File: config.mk
export PLATFORM = sky130hd
export DESIGN_NAME = sdram_row_sequencer
export DESIGN_NICKNAME = d
export VERILOG_FILES = /design/src/rtl/sdram_seq_pkg.sv /design/src/rtl/sdram_bank_table.sv /design/src/rtl/sdram_refresh_timer.sv /design/src/rtl/sdram_row_sequencer.sv
export SDC_FILE = /design/constraint.sdc
export NUM_CORES = 1
export LEC_CHECK = 0
export BUFFER_PORTS_ARGS = -buffer_cell sky130_fd_sc_hd__buf_2
export CAP_MARGIN = 10
export CORE_UTILIZATION = 60
export CTS_BUF_LIST = sky130_fd_sc_hd__clkbuf_4 sky130_fd_sc_hd__clkbuf_8
export DETAILED_ROUTE_END_ITERATION = 8
export PLACE_DENSITY = 0.83
export SLEW_MARGIN = 20
export SYNTH_ARGS = -nofsm -noshare
export SYNTH_HDL_FRONTEND = slang
export SYNTH_HIERARCHICAL = 1
export SYNTH_SLANG_ARGS = --single-unit
File: constraint.sdc
create_clock -name clk -period 4.6 [get_ports clk]
set_clock_uncertainty 0.2 [all_clocks]
set_input_delay 0.46 -clock clk [delete_from_list [all_inputs] [get_ports clk]]
set_output_delay 0.46 -clock clk [all_outputs]
set_load 0.005 [all_outputs]
File: src/rtl/sdram_seq_pkg.sv
`timescale 1ns/1ps
package sdram_seq_pkg;
    typedef enum logic [2:0] {
        CMD_NOP   = 3'd0,
        CMD_ACT   = 3'd1,
        CMD_READ  = 3'd2,
        CMD_WRITE = 3'd3,
        CMD_PRE   = 3'd4,
        CMD_REF   = 3'd5
    } cmd_e;

    typedef enum logic [3:0] {
        ST_INIT, ST_INIT_GAP, ST_IDLE, ST_HIT_RD, ST_PRE_GAP,
        ST_ACT_GAP, ST_RECOV, ST_REF_PRE_GAP, ST_REF_GAP
    } state_e;
endpackage

File: src/rtl/sdram_bank_table.sv
`timescale 1ns/1ps
module sdram_bank_table #(
    parameter int NBANK = 4,
    parameter int ROW_W = 12,
    localparam int BA_W = $clog2(NBANK)
) (
    input  logic             clk,
    input  logic             rst_n,
    input  logic [BA_W-1:0]  bank,
    input  logic [ROW_W-1:0] row,
    input  logic             upd_act,
    input  logic             upd_close,
    input  logic             upd_close_all,
    output logic             is_open,
    output logic             is_hit
);
    logic [NBANK-1:0] valid_q;
    logic [ROW_W-1:0] row_q [NBANK];

    for (genvar b = 0; b < NBANK; b++) begin : g_bank
        logic             valid_d;
        logic [ROW_W-1:0] row_d;
        logic             sel;
        always_comb begin
            sel     = (bank == BA_W'(b));
            valid_d = valid_q[b];
            row_d   = row_q[b];
            if (upd_close_all || (sel && upd_close)) valid_d = 1'b0;
            if (sel && upd_act) begin
                valid_d = 1'b1;
                row_d   = row;
            end
        end
        always_ff @(posedge clk) begin
            if (!rst_n) begin
                valid_q[b] <= 1'b0;
                row_q[b]   <= '0;
            end else begin
                valid_q[b] <= valid_d;
                row_q[b]   <= row_d;
            end
        end
    end

    assign is_open = valid_q[bank];
    assign is_hit  = valid_q[bank] && (row_q[bank] == row);
endmodule

File: src/rtl/sdram_refresh_timer.sv
`timescale 1ns/1ps
module sdram_refresh_timer #(
    parameter int REF_W = 16
) (
    input  logic             clk,
    input  logic             rst_n,
    input  logic [REF_W-1:0] interval,
    input  logic             clear,
    output logic             due
);
    logic [REF_W-1:0] cnt_d, cnt_q;

    always_comb begin
        if (clear)               cnt_d = '0;
        else if (&cnt_q)         cnt_d = cnt_q;
        else                     cnt_d = cnt_q + 1'b1;
    end

    always_ff @(posedge clk) begin
        if (!rst_n) cnt_q <= '0;
        else        cnt_q <= cnt_d;
    end

    assign due = (cnt_q >= interval);
endmodule

File: src/rtl/sdram_row_sequencer.sv
`timescale 1ns/1ps
module sdram_row_sequencer
    import sdram_seq_pkg::*;
#(
    parameter int ROW_W = 12,
    parameter int COL_W = 8,
    parameter int REF_W = 16,
    parameter int TRCD  = 2,
    parameter int TRWL  = 2,
    parameter int TAP   = 2,
    parameter int TRFC  = 4,
    localparam int BA_W   = 2,
    localparam int ADDR_W = BA_W + ROW_W + COL_W
) (
    input  logic              clk,
    input  logic              rst_n,
    input  logic              cfg_open_row,
    input  logic [1:0]        cfg_pre_wait,
    input  logic [REF_W-1:0]  cfg_ref_interval,
    input  logic              req_valid,
    input  logic              req_write,
    input  logic [ADDR_W-1:0] req_addr,
    output logic              req_ready,
    output logic [2:0]        cmd,
    output logic [BA_W-1:0]   cmd_bank,
    output logic [ROW_W-1:0]  cmd_addr,
    output logic              cmd_ap,
    output logic              dqm_mask
);
    localparam int MAXC0 = (TRWL + TAP > TRFC) ? TRWL + TAP : TRFC;
    localparam int MAXC1 = (MAXC0 > TRCD) ? MAXC0 : TRCD;
    localparam int MAXC  = (MAXC1 > 4) ? MAXC1 : 4;
    localparam int CNT_W = $clog2(MAXC + 1);

    typedef struct packed {
        state_e           st;
        logic [CNT_W-1:0] cnt;
    } fsm_t;

    fsm_t fsm_d, fsm_q;

    logic [BA_W-1:0]  req_bank;
    logic [ROW_W-1:0] req_row;
    logic [COL_W-1:0] req_col;
    assign {req_bank, req_row, req_col} = req_addr;

    logic bank_open, bank_hit, ref_due;
    logic upd_act, upd_close, upd_close_all, ref_clear;
    logic col_go, act_go;
    cmd_e cmd_c;

    sdram_bank_table #(.NBANK(4), .ROW_W(ROW_W)) i_table (
        .clk(clk), .rst_n(rst_n), .bank(req_bank), .row(req_row),
        .upd_act(upd_act), .upd_close(upd_close), .upd_close_all(upd_close_all),
        .is_open(bank_open), .is_hit(bank_hit)
    );

    sdram_refresh_timer #(.REF_W(REF_W)) i_refresh (
        .clk(clk), .rst_n(rst_n), .interval(cfg_ref_interval),
        .clear(ref_clear), .due(ref_due)
    );

    always_comb begin
        fsm_d         = fsm_q;
        cmd_c         = CMD_NOP;
        cmd_bank      = req_bank;
        cmd_addr      = '0;
        cmd_ap        = 1'b0;
        dqm_mask      = 1'b1;
        req_ready     = 1'b0;
        upd_act       = 1'b0;
        upd_close     = 1'b0;
        upd_close_all = 1'b0;
        ref_clear     = 1'b0;
        col_go        = 1'b0;
        act_go        = 1'b0;

        case (fsm_q.st)
            ST_INIT: begin
                cmd_c         = CMD_PRE;
                cmd_ap        = 1'b1;
                upd_close_all = 1'b1;
                fsm_d.st      = ST_INIT_GAP;
                fsm_d.cnt     = CNT_W'(cfg_pre_wait);
            end
            ST_INIT_GAP, ST_RECOV, ST_REF_GAP: begin
                if (fsm_q.cnt == '0) fsm_d.st = ST_IDLE;
                else                 fsm_d.cnt = fsm_q.cnt - 1'b1;
            end
            ST_IDLE: begin
                if (ref_due) begin
                    cmd_c         = CMD_PRE;
                    cmd_ap        = 1'b1;
                    upd_close_all = 1'b1;
                    ref_clear     = 1'b1;
                    fsm_d.st      = ST_REF_PRE_GAP;
                    fsm_d.cnt     = CNT_W'(cfg_pre_wait);
                end else if (req_valid) begin
                    if (bank_hit) begin
                        if (req_write) col_go = 1'b1;
                        else begin
                            dqm_mask = 1'b0;
                            fsm_d.st = ST_HIT_RD;
                        end
                    end else if (bank_open) begin
                        cmd_c     = CMD_PRE;
                        upd_close = 1'b1;
                        fsm_d.st  = ST_PRE_GAP;
                        fsm_d.cnt = CNT_W'(cfg_pre_wait);
                    end else begin
                        act_go = 1'b1;
                    end
                end
            end
            ST_HIT_RD: col_go = 1'b1;
            ST_PRE_GAP: begin
                if (fsm_q.cnt == '0) act_go = 1'b1;
                else                 fsm_d.cnt = fsm_q.cnt - 1'b1;
            end
            ST_ACT_GAP: begin
                if (fsm_q.cnt == '0) col_go = 1'b1;
                else begin
                    fsm_d.cnt = fsm_q.cnt - 1'b1;
                    if (fsm_q.cnt == CNT_W'(1) && !req_write) dqm_mask = 1'b0;
                end
            end
            ST_REF_PRE_GAP: begin
                if (fsm_q.cnt == '0) begin
                    cmd_c     = CMD_REF;
                    fsm_d.st  = ST_REF_GAP;
                    fsm_d.cnt = CNT_W'(TRFC - 1);
                end else begin
                    fsm_d.cnt = fsm_q.cnt - 1'b1;
                end
            end
            default: fsm_d.st = ST_INIT;
        endcase

        if (act_go) begin
            cmd_c     = CMD_ACT;
            cmd_addr  = req_row;
            upd_act   = 1'b1;
            fsm_d.st  = ST_ACT_GAP;
            fsm_d.cnt = CNT_W'(TRCD - 1);
        end

        if (col_go) begin
            cmd_c     = req_write ? CMD_WRITE : CMD_READ;
            cmd_addr  = ROW_W'(req_col);
            cmd_ap    = !cfg_open_row;
            dqm_mask  = 1'b0;
            req_ready = 1'b1;
            if (cfg_open_row) begin
                fsm_d.st = ST_IDLE;
            end else begin
                upd_close = 1'b1;
                fsm_d.st  = ST_RECOV;
                fsm_d.cnt = req_write ? CNT_W'(TRWL + TAP - 1) : CNT_W'(TAP - 1);
            end
        end
    end

    always_ff @(posedge clk) begin
        if (!rst_n) begin
            fsm_q.st  <= ST_INIT;
            fsm_q.cnt <= '0;
        end else begin
            fsm_q <= fsm_d;
        end
    end

    assign cmd = cmd_c;
endmodule

# == Yosys cells after proc, flatten, opt, wreduce, memory -nomap -nowiden ==
# Memories as Yosys holds them, arrays and structs flattened.
# Index checks and enable logic that the tools add are counted.
# classes
n_addsub,2
n_lt_le_gt_ge,2
eq_ne,23
mux,79
bitwise_logic,5
n_reduce_logical,33
# op_table
cell,count
$mux W12,10
$mux W1,39
$mux W3,12
$mux W7,5
$pmux W4 S5,1
$add A16 B1 Y16 const B,1
$eq A4 B3 Y1 const B,4
$ge A16 B16 Y1,1
$mux W4,4
$reduce_and A16 Y1,1
$eq A12 B12 Y1,1
$ne A6 B5 Y1 const B,2
$pmux W3 S4,1
$logic_and A1 B1 Y1,10
$pmux W3 S3,1
$eq A4 B2 Y1 const B,2
$ne A4 B4 Y1 const B,2
$reduce_and A2 Y1,4
$reduce_bool A2 Y1,4
$pmux W1 S2,3
$reduce_and A6 Y1,1
$reduce_or A3 Y1,2
$ne A5 B4 Y1 const B,1
$reduce_or A5 Y1,1
other kinds (20),31
# word_totals
ff_bits,27
mem_bits_rw,48
input_bits,45
out_inout_bits,20
memories,1
# memory_table
name,words,word_bits,rd,rd_clocked_by_memory_dff,wr,line_no,text
i_table.row_q,4,12,1,0,4,sdram_bank_table.sv:18,logic [ROW_W-1:0] row_q [NBANK];

# == Logic depth before layout (Yosys ltp) ==
# logic_depth
word_depth,13
ltp_mapped,13
depth_no_buf,13

# == Cells and area by module ==
# The synthesis kept the hierarchy.
# by_module_without_submodules
mod,n_inst,cells_per_inst,area_each_um2,seq_area_each_um2
sdram_bank_table,1,179,2531.2,1521.5
sdram_refresh_timer,1,156,1242.4,320.3
sdram_row_sequencer,1,124,967.2,140.1

# == Worst setup path after synthesis ==
# No wires, ideal clock.
# synth_path
path_type,in2reg
from,input port req_addr[20]
to,memory i_table.row_q[0][0] (data pin)
setup_ns,0.255
arrival_ns,2.910
setup_slack_ns,1.236
cell_stages,12
n_path_buf,2
cell_sequence,buf_6 > mux4_2 > xor2_1 > nor4_2 > o2111ai_1 > nor4_2 > nor3b_1 > a21o_1 > buf_2 > nand2_1 > nor3_1 > and2_1
# synth_lines
item,line_no,text
from (decl),sdram_row_sequencer.sv:22,"input logic [ADDR_W-1:0] req_addr,"
to (decl),sdram_bank_table.sv:18,

# == Worst setup path in the final report ==
# layout_path
from,input port req_addr[20]
to,output port cmd_ap
# layout_between
elab_chain_cells,8
word_cells_on_any_way,10
classes_between,eq/ne (1); mux (7); reduce/logical (1); memory (1)
# layout_lines
item,line_no,text
$mem_v2 Z4 W12 / $bmux W1 S2 (equally long branches),n/a,
$eq A12 B12 Y1 / $mux W1 (equally long branches),sdram_bank_table.sv:46,assign is_hit = valid_q[bank] && (row_q[bank] == row);
$logic_and A1 B1 Y1 *,sdram_bank_table.sv:46,
net bank_hit,sdram_row_sequencer.sv:47,"logic bank_open, bank_hit, ref_due;"
$mux W1 *,sdram_row_sequencer.sv:99,if (bank_hit) begin
$mux W1 *,sdram_row_sequencer.sv:98,end else if (req_valid) begin
$mux W1 *,sdram_row_sequencer.sv:91,if (ref_due) begin
$pmux W1 S3 *,sdram_row_sequencer.sv:78,case (fsm_q.st)
$mux W1 *,sdram_row_sequencer.sv:147,if (col_go) begin
to (decl),sdram_row_sequencer.sv:27,"output logic cmd_ap,"
# The timed path passes the listed nets; every way through them passes the cells marked *. The select of a mux whose other input is x is not followed.

==> flow_metrics.py <==
metrics = {
    "cells_and_area": {
        "antenna_cells": 0,
        "final_common_cell": "buf_2",
        "fin_area_um2": 5360,
        "nets": 585,
        "final_cell_mix": "buf_2, edfxtp_1, and2_1",
        "syn2layout_area_growth_pct": 13.0,
        "drive_gt1_share_pct": 21.4,
        "nFillCells": 599,
    },
    "die": {
        "dieArea_um2": 8260,
        "io_pins": 65,
        "rows": 32,
        "initial_core_util_pct": 61.7,
        "core_region_area_um2": 7690,
        "die_w_um": 90.9,
        "die_y_um": 90.9,
    },
    "timing": {
        "slew_violations": 0,
        "post-route-min-period_ns": 4.15,
        "max_freq_mhz": 241,
        "fin_crit_sh_pct": 90.3,
        "slew_headroom_pct": 35.6,
        "rsz0062_at_grt": "false",
        "setup_viol": 0,
        "fin_setup_tns_ns": 0,
        "finalHoldViolCount": 0,
        "worst_slew_pin_slew_ns": 0.959,
    },
    "cts": {
        "cts.sinks": 75,
        "cts_setup_buffers": 0,
        "cts_resized": 0,
        "cts-root-buf": "clkbuf_8",
        "clkSlewWorstSetupHoldPaths_ns": 0.08,
        "cts_buffers": 9,
        "cts_tree": "yes",
        "worstSkewPairLatency_ns": 0.34,
        "htreeDepth": 3,
        "clockBufferDepth": 2,
        "ctsHoldBuffers": 0,
    },
    "logic_synthesis": {
        "synth_area_um2": 4740,
        "ys_seq_elements": 75,
        "syn-num-nets": 525,
        "synth.area.top_cells": "edfxtp_1, dfxtp_1, and2_1",
        "yosysTopAreaCellShare_pct": 30.4,
        "synth_area_leader_cell": "edfxtp_1",
        "synthArstFlopShare_pct": 0,
        "synthCells": 459,
        "ys_warn_count": 6,
        "synth_ff_type": "edfxtp_1",
        "postSynthAreaPerCell_um2": 10.3,
        "synth.distinct_cells": 73,
        "synth_seq_area_share_pct": 41.8,
        "synth-edff-count": 48,
    },
    "hold_path": {
        "min-delay-path-class": "in2reg",
    },
    "global_route": {
        "grt_pass1_wl_um": 18100,
        "antenna_found_initial": 0,
        "grt_usage_pct": 27.8,
        "grt_pass1_vias": 3649,
        "grt_start_max_net_pins": 30,
        "grt-ovfl-total": 0,
    },
    "route": {
        "drtIter0Drc": 218,
        "wl_per_cell_um": 17.9,
        "drcViolationCount": 0,
        "via_per_inst": 6.21,
        "vias": 3889,
        "ant_nets": 0,
        "drt_wl_total_um": 11200,
        "dr.pass1.iters": 5,
    },
    "setup_path": {
        "cp.arrival_ns": 3.49,
        "worstSetupPathType": "in2out",
        "cp.required_ns": 3.94,
        "cp-end-kind": "primary output",
        "path_max_fanout": 22,
        "critPathLaunchType": "primary input",
    },
    "placed_design": {
        "routabilityCongestion": 0.935,
        "port_buffers": 64,
        "place_area_um2": 5110,
        "dpl.hpwl_um": 7640,
    },
    "pwr": {
        "leakagePower_nw": 2.30,
        "seq_power_share_pct": 40.2,
        "p_per_area_nw_per_um2": 386,
        "swShare_pct": 31.7,
        "switching_power_mw": 0.655,
        "power_frac_clock_pct": 30.4,
        "p_int_mw": 1.41,
        "p_comb_share_pct": 29.4,
        "ir_worst_vdd_uv": 206,
    },
    "run": {
        "maxCapViolCount": 0,
    },
    "outcome": {
        "status": "complete, no violations",
    },
}
## cell usage after synthesis (6+ instances only)
master and count:
a211oi_1 6, a31oi_1 6, a22o_1 9, nand4_1 6
a21oi_1 16, mux4_1 9, and2_1 47, nor3_1 10
o21ai_0 7, inv_1 33, clkbuf_1 9, nand2_1 34
nor4_1 11, ha_1 21, nand2b_1 6, mux2i_1 13
dfxtp_1 27, nand3_1 10, xnor2_1 7, edfxtp_1 48
nor2_1 17, a21o_1 6
## through the flow
stage | hold slack, ns | setup WS, ns | total power [mW] | cells | util (%)
6_report | 0.257 | 0.447 | 2.07 | 626 | 69.7
5_1_grt | 0.247 | 0.259 | 2.17 | 626 | 69.7
4_1_cts | 0.243 | 0.480 | 2.06 | 626 | 69.7
3_5_place_dp | 0.293 | 0.467 | 1.44 | 610 | 66.5
3_3_place_gp | 0.278 | 0.604 | 1.42 | 610 | 66.5
2_1_floorplan | 0.267 | 1.24 | 1.25 | 459 | -
## worst max-delay path, stage by stage
cell       delay, ns
buf_2           0.43
mux4_1          0.65
xor2_1          0.17
nor4_2          0.30
o2111ai_1       0.17
nor4_2          0.15
buf_4           0.19
a41o_2          0.46
and2_2          0.27
or2_2           0.13
buf_2           0.10
## worst paths after layout
kind                                        start                                end  slack, ns  cells after the start
hold reg to reg   i_table/valid_q[3]$_SDFFE_PN0P_    i_table/valid_q[3]$_SDFFE_PN0P_       0.31                      2
setup / recovery                     req_addr[20]                             cmd_ap       0.45                     11
hold / removal                          req_write                fsm_q[1]$_SDFF_PN0_       0.26                      3
setup reg to reg  i_refresh/cnt_q[0]$_SDFFE_PP0N_  i_table/row_q[3][2]$_SDFFCE_PN0P_       0.91                     12
## layer usage
metal	up-vias	GRT usage (%)	part of all wire, %
met5	-	0	0
met4	0	6.35	0.91
met3	14	6.06	5.9
met2	148	46.0	50
met1	1887	37.4	43
li1	1840	-	-
## power by group through the flow
| stage | sequential (mW) | clock (mW) | combinational, mW |
|---|---|---|---|
| 2_1_floorplan | 0.812 | 0 | 0.442 |
| 3_3_place_gp | 0.843 | 0 | 0.572 |
| 3_5_place_dp | 0.845 | 0 | 0.595 |
| 4_1_cts | 0.830 | 0.635 | 0.600 |
| 5_1_grt | 0.839 | 0.661 | 0.665 |
| 6_report | 0.832 | 0.628 | 0.607 |
## cells by family (layout without fill, tap and decap cells)
group | count (synthesis) | count (layout) | synth area share [%]
compound gates | 91 | 91 | 14.5
xor+xnor | 12 | 12 | 2.22
fa+ha+maj | 21 | 21 | 5.54
buf+inv | 55 | 120 | 5.28
flops | 75 | 75 | 41.8
mux | 23 | 23 | 8.21
simple gates | 182 | 182 | 22.4
## flip-flops by register name (all words and copies together) (netlist names)
register	cells
i_table/valid_q	4
i_refresh/cnt_q	16
i_table/row_q	48
fsm_q	7
## final cells by class
class | count | area [um2] | share of cell area, %
Sequential cell | 75 | 1980 | 37.0
Tap cell | 102 | 128 | 2.38
Multi-Input combinational cell | 329 | 2510 | 46.8
Clock inverter | 7 | 124 | 2.31
Inverter | 34 | 128 | 2.38
Timing Repair Buffer | 70 | 365 | 6.82
Clock buffer | 9 | 124 | 2.31
Power figures use the tool's default switching activity.
